`src/rtl/tbus_tx_aligner.sv`:
```
module tbus_tx_aligner #(
  parameter int ROWS  = 9,
  parameter int COLS  = 90,
  parameter int DLY_W = 16
) (
  input  logic             clk,
  input  logic             rst_n,
  input  logic             en,
  input  logic             sts1_mode,
  input  logic             frac_en,
  input  logic [1:0]       slot_sel,
  input  logic [7:0]       dly_lo,
  input  logic [DLY_W-9:0] dly_hi,
  input  logic             fsync,
  input  logic [7:0]       pay_data,
  output logic             pay_ready,
  output logic [7:0]       bus_data,
  output logic             bus_oe,
  output logic             bus_sof,
  output logic             bus_slot_vld
);
  localparam int STS1_LEN = ROWS * COLS;
  localparam int STS3_LEN = 3 * STS1_LEN;
  localparam int PW       = $clog2(STS3_LEN);

  logic             fs_q, armed, aligned;
  logic [DLY_W-1:0] cnt;
  logic [PW-1:0]    pos;
  logic [1:0]       slot;

  wire [DLY_W-1:0] dly    = {dly_hi, dly_lo};
  wire             rise   = en & fsync & ~fs_q;
  wire             expire = armed & ~rise & (cnt == DLY_W'(1));
  wire             start  = (rise & (dly == '0)) | expire;
  wire [PW-1:0]    last   = sts1_mode ? PW'(STS1_LEN - 1) : PW'(STS3_LEN - 1);
  wire             own    = aligned & (sts1_mode | (slot == slot_sel));

  always_ff @(posedge clk or negedge rst_n) begin
    if (!rst_n) begin
      fs_q    <= 1'b0;
      armed   <= 1'b0;
      aligned <= 1'b0;
      cnt     <= '0;
      pos     <= '0;
      slot    <= '0;
    end else begin
      fs_q <= fsync;
      if (!en) begin
        armed   <= 1'b0;
        aligned <= 1'b0;
        cnt     <= '0;
        pos     <= '0;
        slot    <= '0;
      end else begin
        if (rise) begin
          armed <= (dly != '0);
          cnt   <= dly;
        end else if (armed) begin
          cnt <= cnt - 1'b1;
          if (cnt == DLY_W'(1)) armed <= 1'b0;
        end
        if (start) begin
          aligned <= 1'b1;
          pos     <= '0;
          slot    <= '0;
        end else if (aligned) begin
          if (pos >= last) begin
            pos  <= '0;
            slot <= '0;
          end else begin
            pos  <= pos + 1'b1;
            slot <= (slot == 2'd2) ? 2'd0 : slot + 1'b1;
          end
        end
      end
    end
  end

  assign bus_slot_vld = own;
  assign pay_ready    = own;
  assign bus_data     = own ? pay_data : 8'h00;
  assign bus_oe       = aligned & (own | ~frac_en);
  assign bus_sof      = aligned & (pos == '0);
endmodule

```
`config.mk`:
```
export PLATFORM = sky130hd
export DESIGN_NAME = tbus_tx_aligner
export DESIGN_NICKNAME = d
export VERILOG_FILES = /design/src/rtl/tbus_tx_aligner.sv
export SDC_FILE = /design/constraint.sdc
export NUM_CORES = 1
export LEC_CHECK = 0
export BUFFER_PORTS_ARGS = -buffer_cell sky130_fd_sc_hd__clkbuf_2
export CAP_MARGIN = 20
export CELL_PAD_IN_SITES_DETAIL_PLACEMENT = 1
export CELL_PAD_IN_SITES_GLOBAL_PLACEMENT = 1
export CORE_UTILIZATION = 35
export CTS_CLUSTER_DIAMETER = 200
export CTS_CLUSTER_SIZE = 24
export DETAILED_ROUTE_END_ITERATION = 16
export PLACE_DENSITY = 0.76
export REMOVE_ABC_BUFFERS = 1
export SETUP_SLACK_MARGIN = 0.2
export SKIP_CTS_REPAIR_TIMING = 1
export SLEW_MARGIN = 5
export SYNTH_ARGS = -nofsm -noshare
export SYNTH_HDL_FRONTEND = slang
export SYNTH_SLANG_ARGS = --single-unit
export TNS_END_PERCENT = 1
```
`constraint.sdc`:
```
create_clock -name clk -period 2.4 [get_ports clk]
set_clock_uncertainty 0.05 [all_clocks]
set_input_delay 0.48 -clock clk [delete_from_list [all_inputs] [get_ports clk]]
set_output_delay 0.48 -clock clk [all_outputs]
set_load 0.05 [all_outputs]
```
After elaboration in Yosys (flattened, before gate mapping)
Index checks and enable logic that the tools add are counted.
Storage, ports and cells
  bits in registers: 33
  logic and storage cells: 53
Cells by class
  add/subtract/negate cells: 3
  $lt $le $gt $ge: 1
  equality and inequality tests: 6
  muxes and demuxes: 20
  bitwise operators: 14
  reductions and logical operators: 3
Operators with widths (number)
  2-to-1 mux 12 bit: 5
  2-to-1 mux 16 bit: 3
  equality test 16 x 1 -> 1 bit (second input constant): 1
  zero test 16 bit: 1
  nonzero test 16 bit: 1
  subtractor 16 x 1 -> 16 bit (second input constant): 1
  adder 12 x 1 -> 12 bit (second input constant): 1
  greater-or-equal comparator 12 bit: 1
  zero test 12 bit: 1
  2-to-1 mux 2 bit: 5
  bitwise AND 1 bit: 8
  2-to-1 mux 8 bit: 1
  2-to-1 mux 1 bit: 6
  inequality test 3 x 1 -> 1 bit (second input constant): 2
  inverter 1 bit: 3
  bitwise OR 1 bit: 3
  adder 2 x 1 -> 2 bit (second input constant): 1
  equality test 2 bit: 1
  equality test 2 bit (second input constant): 1
  inequality test 2 x 1 -> 1 bit (second input constant): 1

Longest topological paths before layout
Gate-level depths: netlist of run 1.
  depth in word-level cells: 8
  depth in mapped cells: 8
  depth with buffers taken out: 7

Least setup slack after synthesis of run 1
Ideal clock, no wire load.
  kind: register to output
  start point: register aligned
  end point: output port bus_oe
  data arrival time: 1.904 ns
  path slack: -0.034 ns
  cell stages (with the launch flop): 4
  path through: dfrtp_1 > clkbuf_1 > clkbuf_1 > a21boi_0
On the way
  longest elaborated chain between the ends: 3
Ends and longest elaborated chain
  from (decl): RTL line 26  | logic fs_q, armed, aligned;
  from (signal assigned): RTL line 42  | aligned <= 1'b0;
  from (signal assigned): RTL line 50  | aligned <= 1'b0;
  from (signal assigned): RTL line 63  | aligned <= 1'b1;
  bitwise AND 1 bit: RTL line 36  | wire own = aligned & (sts1_mode | (slot == slot_sel));
  bitwise OR 1 bit: RTL line 82  | assign bus_oe = aligned & (own | ~frac_en);
  bitwise AND 1 bit *: RTL line 82
  to (decl): RTL line 18  | output logic bus_oe,
Every way passes the cells marked *; elsewhere a longest branch is shown, timed or not.

Worst setup path in the final report of run 1
  start point: register cnt[3]
  end point: register cnt[15]
On the way
  longest elaborated chain between the ends: 4
Ends and longest elaborated chain
  from (decl): RTL line 27  | logic [DLY_W-1:0] cnt;
  from (signal assigned): RTL line 57  | cnt <= dly;
  from (signal assigned): RTL line 59  | cnt <= cnt - 1'b1;
  subtractor 16 x 1 -> 16 bit: RTL line 59
  2-to-1 mux 16 bit: RTL line 58  | end else if (armed) begin
  2-to-1 mux 16 bit: RTL line 55  | if (rise) begin
  2-to-1 mux 16 bit: RTL line 48  | if (!en) begin
No other way between the ends. The select of a mux whose other input is x is not followed.
A chain may end at the register's enable or synchronous reset.

==> results of run 1 <==
registers in the layout (all words and copies together) (netlist names):
signal / flops
slot: 2
aligned: 1
armed: 1
fs_q: 1
pos: 12
cnt: 16
Yosys cell counts (3+ instances only):
cell type	n	area (um2)
sky130_fd_sc_hd__inv_1	9	33.8
sky130_fd_sc_hd__ha_1	11	138
sky130_fd_sc_hd__nor4_1	8	50.1
sky130_fd_sc_hd__clkbuf_1	8	30.0
sky130_fd_sc_hd__nand4_1	3	18.8
sky130_fd_sc_hd__or3_2	3	22.5
sky130_fd_sc_hd__a21boi_0	4	30.0
sky130_fd_sc_hd__o31ai_1	5	37.5
sky130_fd_sc_hd__clkbuf_8	3	41.3
sky130_fd_sc_hd__nor2_1	28	105
sky130_fd_sc_hd__a31oi_1	3	18.8
sky130_fd_sc_hd__xnor2_1	8	70.1
sky130_fd_sc_hd__a21oi_1	16	80.1
sky130_fd_sc_hd__or4_1	4	30.0
sky130_fd_sc_hd__nand2_1	16	60.1
sky130_fd_sc_hd__o22ai_1	6	37.5
sky130_fd_sc_hd__dfrtp_1	33	826
sky130_fd_sc_hd__and3_1	3	18.8
sky130_fd_sc_hd__and2_1	10	62.6
sky130_fd_sc_hd__nand3_1	6	30.0
sky130_fd_sc_hd__o211ai_1	4	30.0
sky130_fd_sc_hd__o21ai_0	16	80.1
sky130_fd_sc_hd__a311oi_1	4	35.0
sky130_fd_sc_hd__nor3_1	5	25.0
sky130_fd_sc_hd__nand2b_1	10	62.6
sky130_fd_sc_hd__a211oi_1	8	60.1
sky130_fd_sc_hd__xor2_1	4	35.0
sky130_fd_sc_hd__nor2b_1	7	43.8
metal layers:
layer	vias up	GRT usage	wire, um
met1	1114	0.263	3030
li1	1106	-	-
met4	0	0.0586	110
met5	-	0	0
met2	41	0.363	3500
met3	9	0.0344	192
layout by cell type (no fill, tap or decap), types with 5 or more instances in the layout:
cell,count
sky130_fd_sc_hd__and2_1,10
sky130_fd_sc_hd__ha_1,11
sky130_fd_sc_hd__buf_4,17
sky130_fd_sc_hd__nor2b_1,6
sky130_fd_sc_hd__o22ai_1,6
sky130_fd_sc_hd__nor2_1,28
sky130_fd_sc_hd__nor4_1,8
sky130_fd_sc_hd__clkbuf_8,7
sky130_fd_sc_hd__inv_1,9
sky130_fd_sc_hd__clkbuf_2,34
sky130_fd_sc_hd__a21oi_1,15
sky130_fd_sc_hd__nand2_1,14
sky130_fd_sc_hd__nand3_1,6
sky130_fd_sc_hd__nand2b_1,10
sky130_fd_sc_hd__o21ai_0,16
sky130_fd_sc_hd__nor3_1,5
sky130_fd_sc_hd__dfrtp_1,30
sky130_fd_sc_hd__o31ai_1,5
sky130_fd_sc_hd__xnor2_1,8
sky130_fd_sc_hd__clkbuf_4,5
sky130_fd_sc_hd__a211oi_1,8
cells by family after synthesis:
kind of cell / after synthesis
xor+xnor: 12
flops: 33
buf+inv: 23
compound gates: 76
simple gates: 117
fa+ha+maj: 11
final cells by class:
class | count | area (um2) | area share
clock inverters | 1 | 5.00 | 0.00175
clock buffers | 7 | 96.3 | 0.0336
flip-flops and latches | 33 | 830 | 0.290
multi-input cells | 217 | 1450 | 0.507
repair buffers | 59 | 350 | 0.122
inverters | 9 | 33.8 | 0.0118
well taps | 77 | 96.3 | 0.0336
power breakdown:
| group | leakage [nW] | switching, mW | internal, mW | total, mW |
|---|---|---|---|---|
| registers | 0.437 | 0.0439 | 0.590 | 0.634 |
| clock network | 0.0542 | 0.216 | 0.259 | 0.475 |
| logic | 0.726 | 0.227 | 0.157 | 0.384 |
how the worst min path moves through the flow:
stage	from	end	slack, ns
floorplan	rst_n	aligned$_DFFE_PN0P_	0.13
global placement	pos[11]$_DFFE_PN0P_	pos[11]$_DFFE_PN0P_	0.49
detailed placement	pos[11]$_DFFE_PN0P_	pos[11]$_DFFE_PN0P_	0.49
CTS	rst_n	pos[0]$_DFFE_PN0P_	0.28
global route	fsync	fs_q$_DFF_PN0_	0.28
finish	rst_n	pos[9]$_DFFE_PN0P_	0.24
per-stage QoR:
| stage | power (mW) | utilization |
|---|---|---|
| floorplan | 0.871 | - |
| global placement | 1.00 | 0.417 |
| detailed placement | 1.01 | 0.417 |
| CTS | 1.50 | 0.432 |
| global route | 1.59 | 0.443 |
| finish | 1.49 | 0.443 |
==> results.yml, run 1 <==
detailed_routing:
  vias: 2270
  viasPerCell: 5.63
  antenna_violating_nets_post_route: 0
  detail_route.drc_violations: 4
  routedWlPerCell_um: 17.0
  final_wirelength_mm: 6.83
  dr.pass1.iters: 10
  drt_iter0_drc: 87
sta:
  hold-worst-slack_ns: 0.243
  timing.final.hold_violations: 0
  setup_viol: 0
  worst-slew-pin-transition_ns: 0.856
  timing.final.ws_setup_ns: 0.218
  final.period_utilization: 0.909
  setup_tns_ns: 0
  fin_crit_ns: 2.18
  setup_repair_after_global_routing_missed_its_margin: "true"
  max-slew-margin-rel: 0.430
  final_max_slew_viol_count: 0
  fmax_mhz: 458
clock_tree:
  cts-root-buf: "sky130_fd_sc_hd__clkbuf_8"
  cts_tree: "yes"
  numCtsBuffers: 5
  clk_pin_slew_worst_paths_ns: 0.07
  insertion_delay_ns: 0.29
  clkSinkCount: 33
  cts.htree.levels: 2
  max-clock-path-buffers: 2
critical_path:
  worst-endpoint-arrival_ns: 2.34
  worst-r2r-cell-count: 5
  worstSetupStartpointType: "flop"
  critical_path_class: "flop to flop"
  crit_family: "simple AND/OR/NAND/NOR gates"
  worst_setup_path_end_kind: "flop"
  r2r-start: "cnt[3]$_DFFE_PN0P_"
  critPathSlowestCell: "sky130_fd_sc_hd__or4b_4"
  regToRegEndpoint: "cnt[15]$_DFFE_PN0P_"
  worstPathRequired_ns: 2.56
  timing.critical_path.buf_inv: 0
  critical-path-max-stage-delay_ns: 0.58
  rrSetupSlack_ns: 0.22
  critical_path.endpoint: "cnt[15]$_DFFE_PN0P_"
  worstSetupStartpoint: "cnt[3]$_DFFE_PN0P_"
  worst-path-stages: 5
  crit_chain: "or4_4, or4b_4, a2111oi_4, a21oi_1, a21oi_1"
  critical-path-top-cell-by-count: "sky130_fd_sc_hd__a21oi_1"
  cp_max_fo: 6
synth:
  synthSimpleGateAreaFrac: 0.281
  synth_warnings: 0
  synth_compound_area_frac: 0.212
  primary_flip_flop_cell_chosen_by_synthesis_mapping: "sky130_fd_sc_hd__dfrtp_1"
  ys_types: 51
  synth_seq_area_share: 0.348
  combinational_family_with_the_most_area_after_synthesis: "simple AND/OR/NAND/NOR gates"
  synth_enable_flop_cells: 0
  synth.cell_area_um2: 2380
  syn_area_per_cell_um2: 8.74
  post_synth_fa_ha_maj_area_fraction: 0.0579
  postSynthRegisterBits: 33
  synth_xor_area_frac: 0.0442
  syn_inst: 272
  synthArstFlopShare: 1.00
  post_synth_mux_area_share: 0
flow_run:
  timing.max_cap.violations: 0
power:
  worst_ir_drop_vdd_mv: 0.301
  cellPowerDensity_nw_per_um2: 522
  p_leak_nw: 1.22
die:
  io_pins: 44
  die_outline_area_um2: 7120
  initial_utilization: 0.368
  fp.dieW_um: 84.4
  die-height_um: 84.4
  core-area_um2: 6460
  fp-row-count: 29
global_route:
  antenna_found_initial: 0
  global_route.usage.total: 0.207
  pin_count_of_the_biggest_net_entering_global_routing: 34
  grt.overflow.total: 0
  vias_in_the_first_global_route: 2370
  grt_pass1_wl_mm: 11.7
placement:
  placement.io_buffers: 43
  cell_total_after_placement: 392
  hpwlAfterDp_mm: 5.12
  post-place-ws_ns: 0.0739
  placedInstanceArea_um2: 2690
  globalplace.congestion: 0.793
final_layout:
  design_area_um2: 2860
  area_delta_synth_final_pct: 20.5
  final_cells: 403
  diodes: 0
  nFillCells: 776
  nNetsFinal: 368
  drive_above_1_share: 0.261
min_path:
  hold_class: "input port to asynchronous set/reset pin"
outcome:
  run_status: "complete, but fails checks"
  failing_checks: "DRC"
Note: power is estimated with default switching activity, not from simulation.
==> run 2: changes to the inputs <==
--- a/config.mk
+++ b/config.mk
@@ -5,7 +5,7 @@
 export SDC_FILE = /design/constraint.sdc
 export NUM_CORES = 1
 export LEC_CHECK = 0
-export BUFFER_PORTS_ARGS = -buffer_cell sky130_fd_sc_hd__clkbuf_2
+export BUFFER_PORTS_ARGS = -buffer_cell sky130_fd_sc_hd__buf_2
 export CAP_MARGIN = 20
 export CELL_PAD_IN_SITES_DETAIL_PLACEMENT = 1
 export CELL_PAD_IN_SITES_GLOBAL_PLACEMENT = 1
==> results.yml, run 2 (same netlist as run 1, synthesis figures left out) <==
outcome:
  run_status: "complete, but fails checks"
  failing_checks: "DRC"
clock_tree:
  clk_pin_slew_worst_paths_ns: 0.08
  numCtsBuffers: 5
  cts_tree: "yes"
  cts.htree.levels: 2
  max-clock-path-buffers: 2
  clkSinkCount: 33
  cts-root-buf: "sky130_fd_sc_hd__clkbuf_8"
  insertion_delay_ns: 0.30
sta:
  setup_repair_after_global_routing_missed_its_margin: "true"
  setup_viol: 0
  max-slew-margin-rel: 0.482
  fin_crit_ns: 2.20
  setup_tns_ns: 0
  worst-slew-pin-transition_ns: 0.777
  fmax_mhz: 455
  timing.final.hold_violations: 0
  final.period_utilization: 0.916
  final_max_slew_viol_count: 0
final_layout:
  nNetsFinal: 369
  layout_common_cells: "sky130_fd_sc_hd__buf_2, sky130_fd_sc_hd__dfrtp_1, sky130_fd_sc_hd__nor2_1"
  largest_reg_flops: 16
  post-route-util: 0.449
  nFillCells: 805
  largest_register: "cnt"
  diodes: 0
  multi_input_comb_area_um2: 1460
  area.sequential_um2: 830
  mostFrequentLayoutCell: "sky130_fd_sc_hd__buf_2"
  drive_above_1_share: 0.266
  largest_registers: "cnt x16, pos x12, slot x2"
  area_delta_synth_final_pct: 22.2
critical_path:
  worst-endpoint-arrival_ns: 1.67
  crit_chain: "xnor2_1, a21oi_2, nor2b_2, and2_1, buf_2"
  crit_family: "flip-flops"
  critical-path-max-stage-delay_ns: 0.43
  worstPathRequired_ns: 1.87
  worstSetupStartpointType: "flop"
  critPathSlowestCell: "sky130_fd_sc_hd__dfrtp_1"
  cp_max_fo: 5
  timing.critical_path.buf_inv: 1
  worst_setup_path_end_kind: "primary output"
  critical_path_class: "flop to primary output"
die:
  io_pins: 44
  fp-row-count: 29
  core-area_um2: 6460
  fp.dieW_um: 84.4
  die_outline_area_um2: 7120
  die-height_um: 84.4
  initial_utilization: 0.368
detailed_routing:
  final_wirelength_mm: 6.97
  dr.pass1.iters: 10
  routed.top_layer: "met4"
  met1_length_mm: 3.01
  detail_route.drc_violations: 2
  routedWlPerCell_um: 17.3
  antenna_violating_nets_post_route: 0
  vias: 2297
  dr_wl_met3_um: 193
  wl_met2_mm: 3.62
  drt_iter0_drc: 68
  viasPerCell: 5.69
global_route:
  global_route.usage.total: 0.202
  grt_pass1_wl_mm: 11.3
  pin_count_of_the_biggest_net_entering_global_routing: 34
  antenna_found_initial: 0
  vias_in_the_first_global_route: 2384
  grt.overflow.total: 0
power:
  total_power_mw: 1.66
  cellPowerDensity_nw_per_um2: 573
  p_leak_nw: 1.23
  worst_ir_drop_vdd_mv: 0.286
placement:
  globalplace.congestion: 0.814
  hpwlAfterDp_mm: 5.10
  placement.io_buffers: 43
min_path:
  hold_class: "input port to asynchronous set/reset pin"
flow_run:
  timing.max_cap.violations: 0
[run 2: changes by cell type in the layout (fill, tap and decap cells not counted), sizes merged]
cell,delta
bufinv,+2
clkbuf,-39
buf,+38
[run 2: report_power, final]
| part | switching (mW) | leakage [nW] | internal, mW |
|---|---|---|---|
| sequential | 0.0458 | 0.437 | 0.590 |
| combinational | 0.229 | 0.727 | 0.161 |
| clock | 0.224 | 0.0681 | 0.413 |
| total | 0.499 | 1.23 | 1.16 |
[run 2: worst paths after layout]
path | from | endpoint | slack (ns) | depth (start not counted)
min in group clk | fsync | fs_q$_DFF_PN0_ | 0.26 | 1
hold reg to reg | pos[11]$_DFFE_PN0P_ | pos[11]$_DFFE_PN0P_ | 0.51 | 1
setup reg to reg | cnt[3]$_DFFE_PN0P_ | cnt[11]$_DFFE_PN0P_ | 0.27 | 5
max in group asynchronous | rst_n | cnt[3]$_DFFE_PN0P_ | 1.55 | 1
hold / removal | rst_n | pos[8]$_DFFE_PN0P_ | 0.21 | 1
setup / recovery | slot[0]$_DFFE_PN0P_ | bus_data[1] | 0.20 | 5
[run 2: metrics by stage]
| step | instances | hold WS (ns) | setup WS (ns) | cell area (um2) |
|---|---|---|---|---|
| finish | 404 | 0.214 | 0.202 | 2900 |
| CTS | 399 | 0.233 | 0.0146 | 2820 |
| floorplan | 258 | 0.134 | -0.921 | 2270 |
| global placement | 391 | 0.505 | 0.138 | 2680 |
| global route | 404 | 0.256 | 0.133 | 2900 |
| detailed placement | 391 | 0.519 | 0.0760 | 2680 |
[run 2: worst reg2reg max path, delay by kind of cell (launching register included)]
kind / cells / cell delay [ns]
compound gates: 1 / 0.22
xor+xnor: 1 / 0.08
flops: 1 / 0.43
simple gates: 3 / 1.27
[run 2: per-layer routing]
layer | up-vias | GRT usage
met5 | - | 0
met2 | 42 | 0.365
met3 | 12 | 0.0413
met4 | 0 | 0.0724
met1 | 1135 | 0.237
li1 | 1108 | -
[run 2: area by class of cell]
class,instances,share of cell area
Clock buffer,5,0.0237
Clock inverter,3,0.0224
Inverter,9,0.0116
Multi-Input combinational cell,217,0.503
Sequential cell,33,0.286
Tap cell,77,0.0332
Timing Repair Buffer,60,0.121
==> run 3: changes to the inputs <==
--- a/config.mk
+++ b/config.mk
@@ -13,7 +13,7 @@
 export CTS_CLUSTER_DIAMETER = 200
 export CTS_CLUSTER_SIZE = 24
 export DETAILED_ROUTE_END_ITERATION = 16
-export PLACE_DENSITY = 0.76
+export PLACE_DENSITY = 0.71
 export REMOVE_ABC_BUFFERS = 1
 export SETUP_SLACK_MARGIN = 0.2
 export SKIP_CTS_REPAIR_TIMING = 1
==> results.yml, run 3 (same netlist as run 1, synthesis figures left out) <==
critical_path:
  worst-endpoint-arrival_ns: 1.61
  cp_max_fo: 5
  critical_path_class: "flop to primary output"
  worstSetupStartpointType: "flop"
  worstPathRequired_ns: 1.87
  worst_setup_path_end_kind: "primary output"
sta:
  fin_crit_ns: 2.14
  setup_repair_after_global_routing_missed_its_margin: "true"
  setup_tns_ns: 0
  max-slew-margin-rel: 0.478
  final_max_slew_viol_count: 0
  worst-slew-pin-transition_ns: 0.784
  setup_viol: 0
  hold-worst-slack_ns: 0.215
  timing.final.hold_violations: 0
  final.period_utilization: 0.893
  fmax_mhz: 466
detailed_routing:
  detail_route.drc_violations: 0
  final_wirelength_mm: 7.17
  drt_iter0_drc: 88
  dr.pass1.iters: 4
  antenna_violating_nets_post_route: 0
  viasPerCell: 5.56
  routedWlPerCell_um: 17.6
  vias: 2267
die:
  die_outline_area_um2: 7120
  fp-row-count: 29
  io_pins: 44
  core-area_um2: 6460
  fp.dieW_um: 84.4
  initial_utilization: 0.368
  die-height_um: 84.4
final_layout:
  diodes: 0
  design_area_um2: 3010
  drive_above_1_share: 0.308
  layout_common_cells: "sky130_fd_sc_hd__buf_2, sky130_fd_sc_hd__nor2_1, sky130_fd_sc_hd__dfrtp_1"
  mostFrequentLayoutCell: "sky130_fd_sc_hd__buf_2"
  largest_reg_flops: 16
  area_delta_synth_final_pct: 26.8
  post-route-util: 0.466
  nFillCells: 782
  nNetsFinal: 373
  largest_registers: "cnt x16, pos x12, slot x2"
  largest_register: "cnt"
  final_cells: 408
clock_tree:
  clk_pin_slew_worst_paths_ns: 0.08
  numCtsBuffers: 5
  cts_tree: "yes"
  cts.htree.levels: 2
  cts-root-buf: "sky130_fd_sc_hd__clkbuf_8"
  insertion_delay_ns: 0.29
  clkSinkCount: 33
  max-clock-path-buffers: 2
power:
  cellPowerDensity_nw_per_um2: 537
  worst_ir_drop_vdd_mv: 0.233
  p_leak_nw: 1.27
placement:
  placement.io_buffers: 43
  hpwlAfterDp_mm: 5.13
  globalplace.congestion: 0.790
  cell_total_after_placement: 395
  placedInstanceArea_um2: 2710
global_route:
  grt.overflow.total: 0
  antenna_found_initial: 0
  grt_pass1_wl_mm: 11.8
  pin_count_of_the_biggest_net_entering_global_routing: 34
  vias_in_the_first_global_route: 2382
  global_route.usage.total: 0.211
flow_run:
  timing.max_cap.violations: 0
outcome:
  run_status: "completed"
min_path:
  hold_class: "input port to asynchronous set/reset pin"
==> run 3: cell types whose count changed in the layout (fill, tap and decap cells not counted), sizes merged <==
cell | previous run | this run
nor2b | 8 | 7
clkinv | 1 | 0
buf | 58 | 65
bufinv | 2 | 1
==> run 3: metal layers <==
metal,global-route usage,up-vias,wire (um)
li1,-,1114,-
met1,0.265,1100,3170
met2,0.370,42,3680
met3,0.0334,11,187
met4,0.0740,0,131
met5,0,-,0
==> run 3: cell type report <==
class,instances,area (um2),share of cell area
sequential,33,832,0.276
timing repair buffer,65,452,0.150
clock buffer,7,86.3,0.0287
inverter,9,33.8,0.0112
clock inverter,1,30.0,0.00997
multi-input combinational,216,1480,0.492
tap,77,96.3,0.0320
==> run 3: path summary, 6_finish.rpt <==
check,from,end,slack [ns],depth (start not counted)
min,rst_n,pos[4]$_DFFE_PN0P_,0.22,1
min in group clk,fsync,fs_q$_DFF_PN0_,0.28,1
min reg2reg,fs_q$_DFF_PN0_,cnt[14]$_DFFE_PN0P_,0.53,3
max,slot[0]$_DFFE_PN0P_,bus_data[0],0.26,6
max reg2reg,cnt[2]$_DFFE_PN0P_,cnt[15]$_DFFE_PN0P_,0.28,5
max in group asynchronous,rst_n,cnt[2]$_DFFE_PN0P_,1.54,1
==> run 3: report_power, final <==
part | total [mW] | switching [mW] | internal, mW | leakage, nW
combinational | 0.423 | 0.237 | 0.186 | 0.782
sequential | 0.636 | 0.0449 | 0.591 | 0.434
clock | 0.560 | 0.221 | 0.339 | 0.0585
==> run 3: stage by stage <==
| stage | power (mW) | setup WS, ns |
|---|---|---|
| after floorplan | 0.871 | -0.921 |
| after global placement | 1.01 | 0.131 |
| after detailed placement | 1.02 | 0.0803 |
| after CTS | 1.58 | 0.110 |
| after global routing | 1.70 | 0.178 |
| final | 1.62 | 0.256 |
==> run 3: worst max-delay path, stage by stage, from the launching register on <==
cell                      delay [ns]
sky130_fd_sc_hd__dfrtp_2        0.44
sky130_fd_sc_hd__xnor2_2        0.16
sky130_fd_sc_hd__a21oi_2        0.10
sky130_fd_sc_hd__nor2b_2        0.18
sky130_fd_sc_hd__buf_6          0.14
sky130_fd_sc_hd__and2_4         0.15
sky130_fd_sc_hd__buf_6          0.15
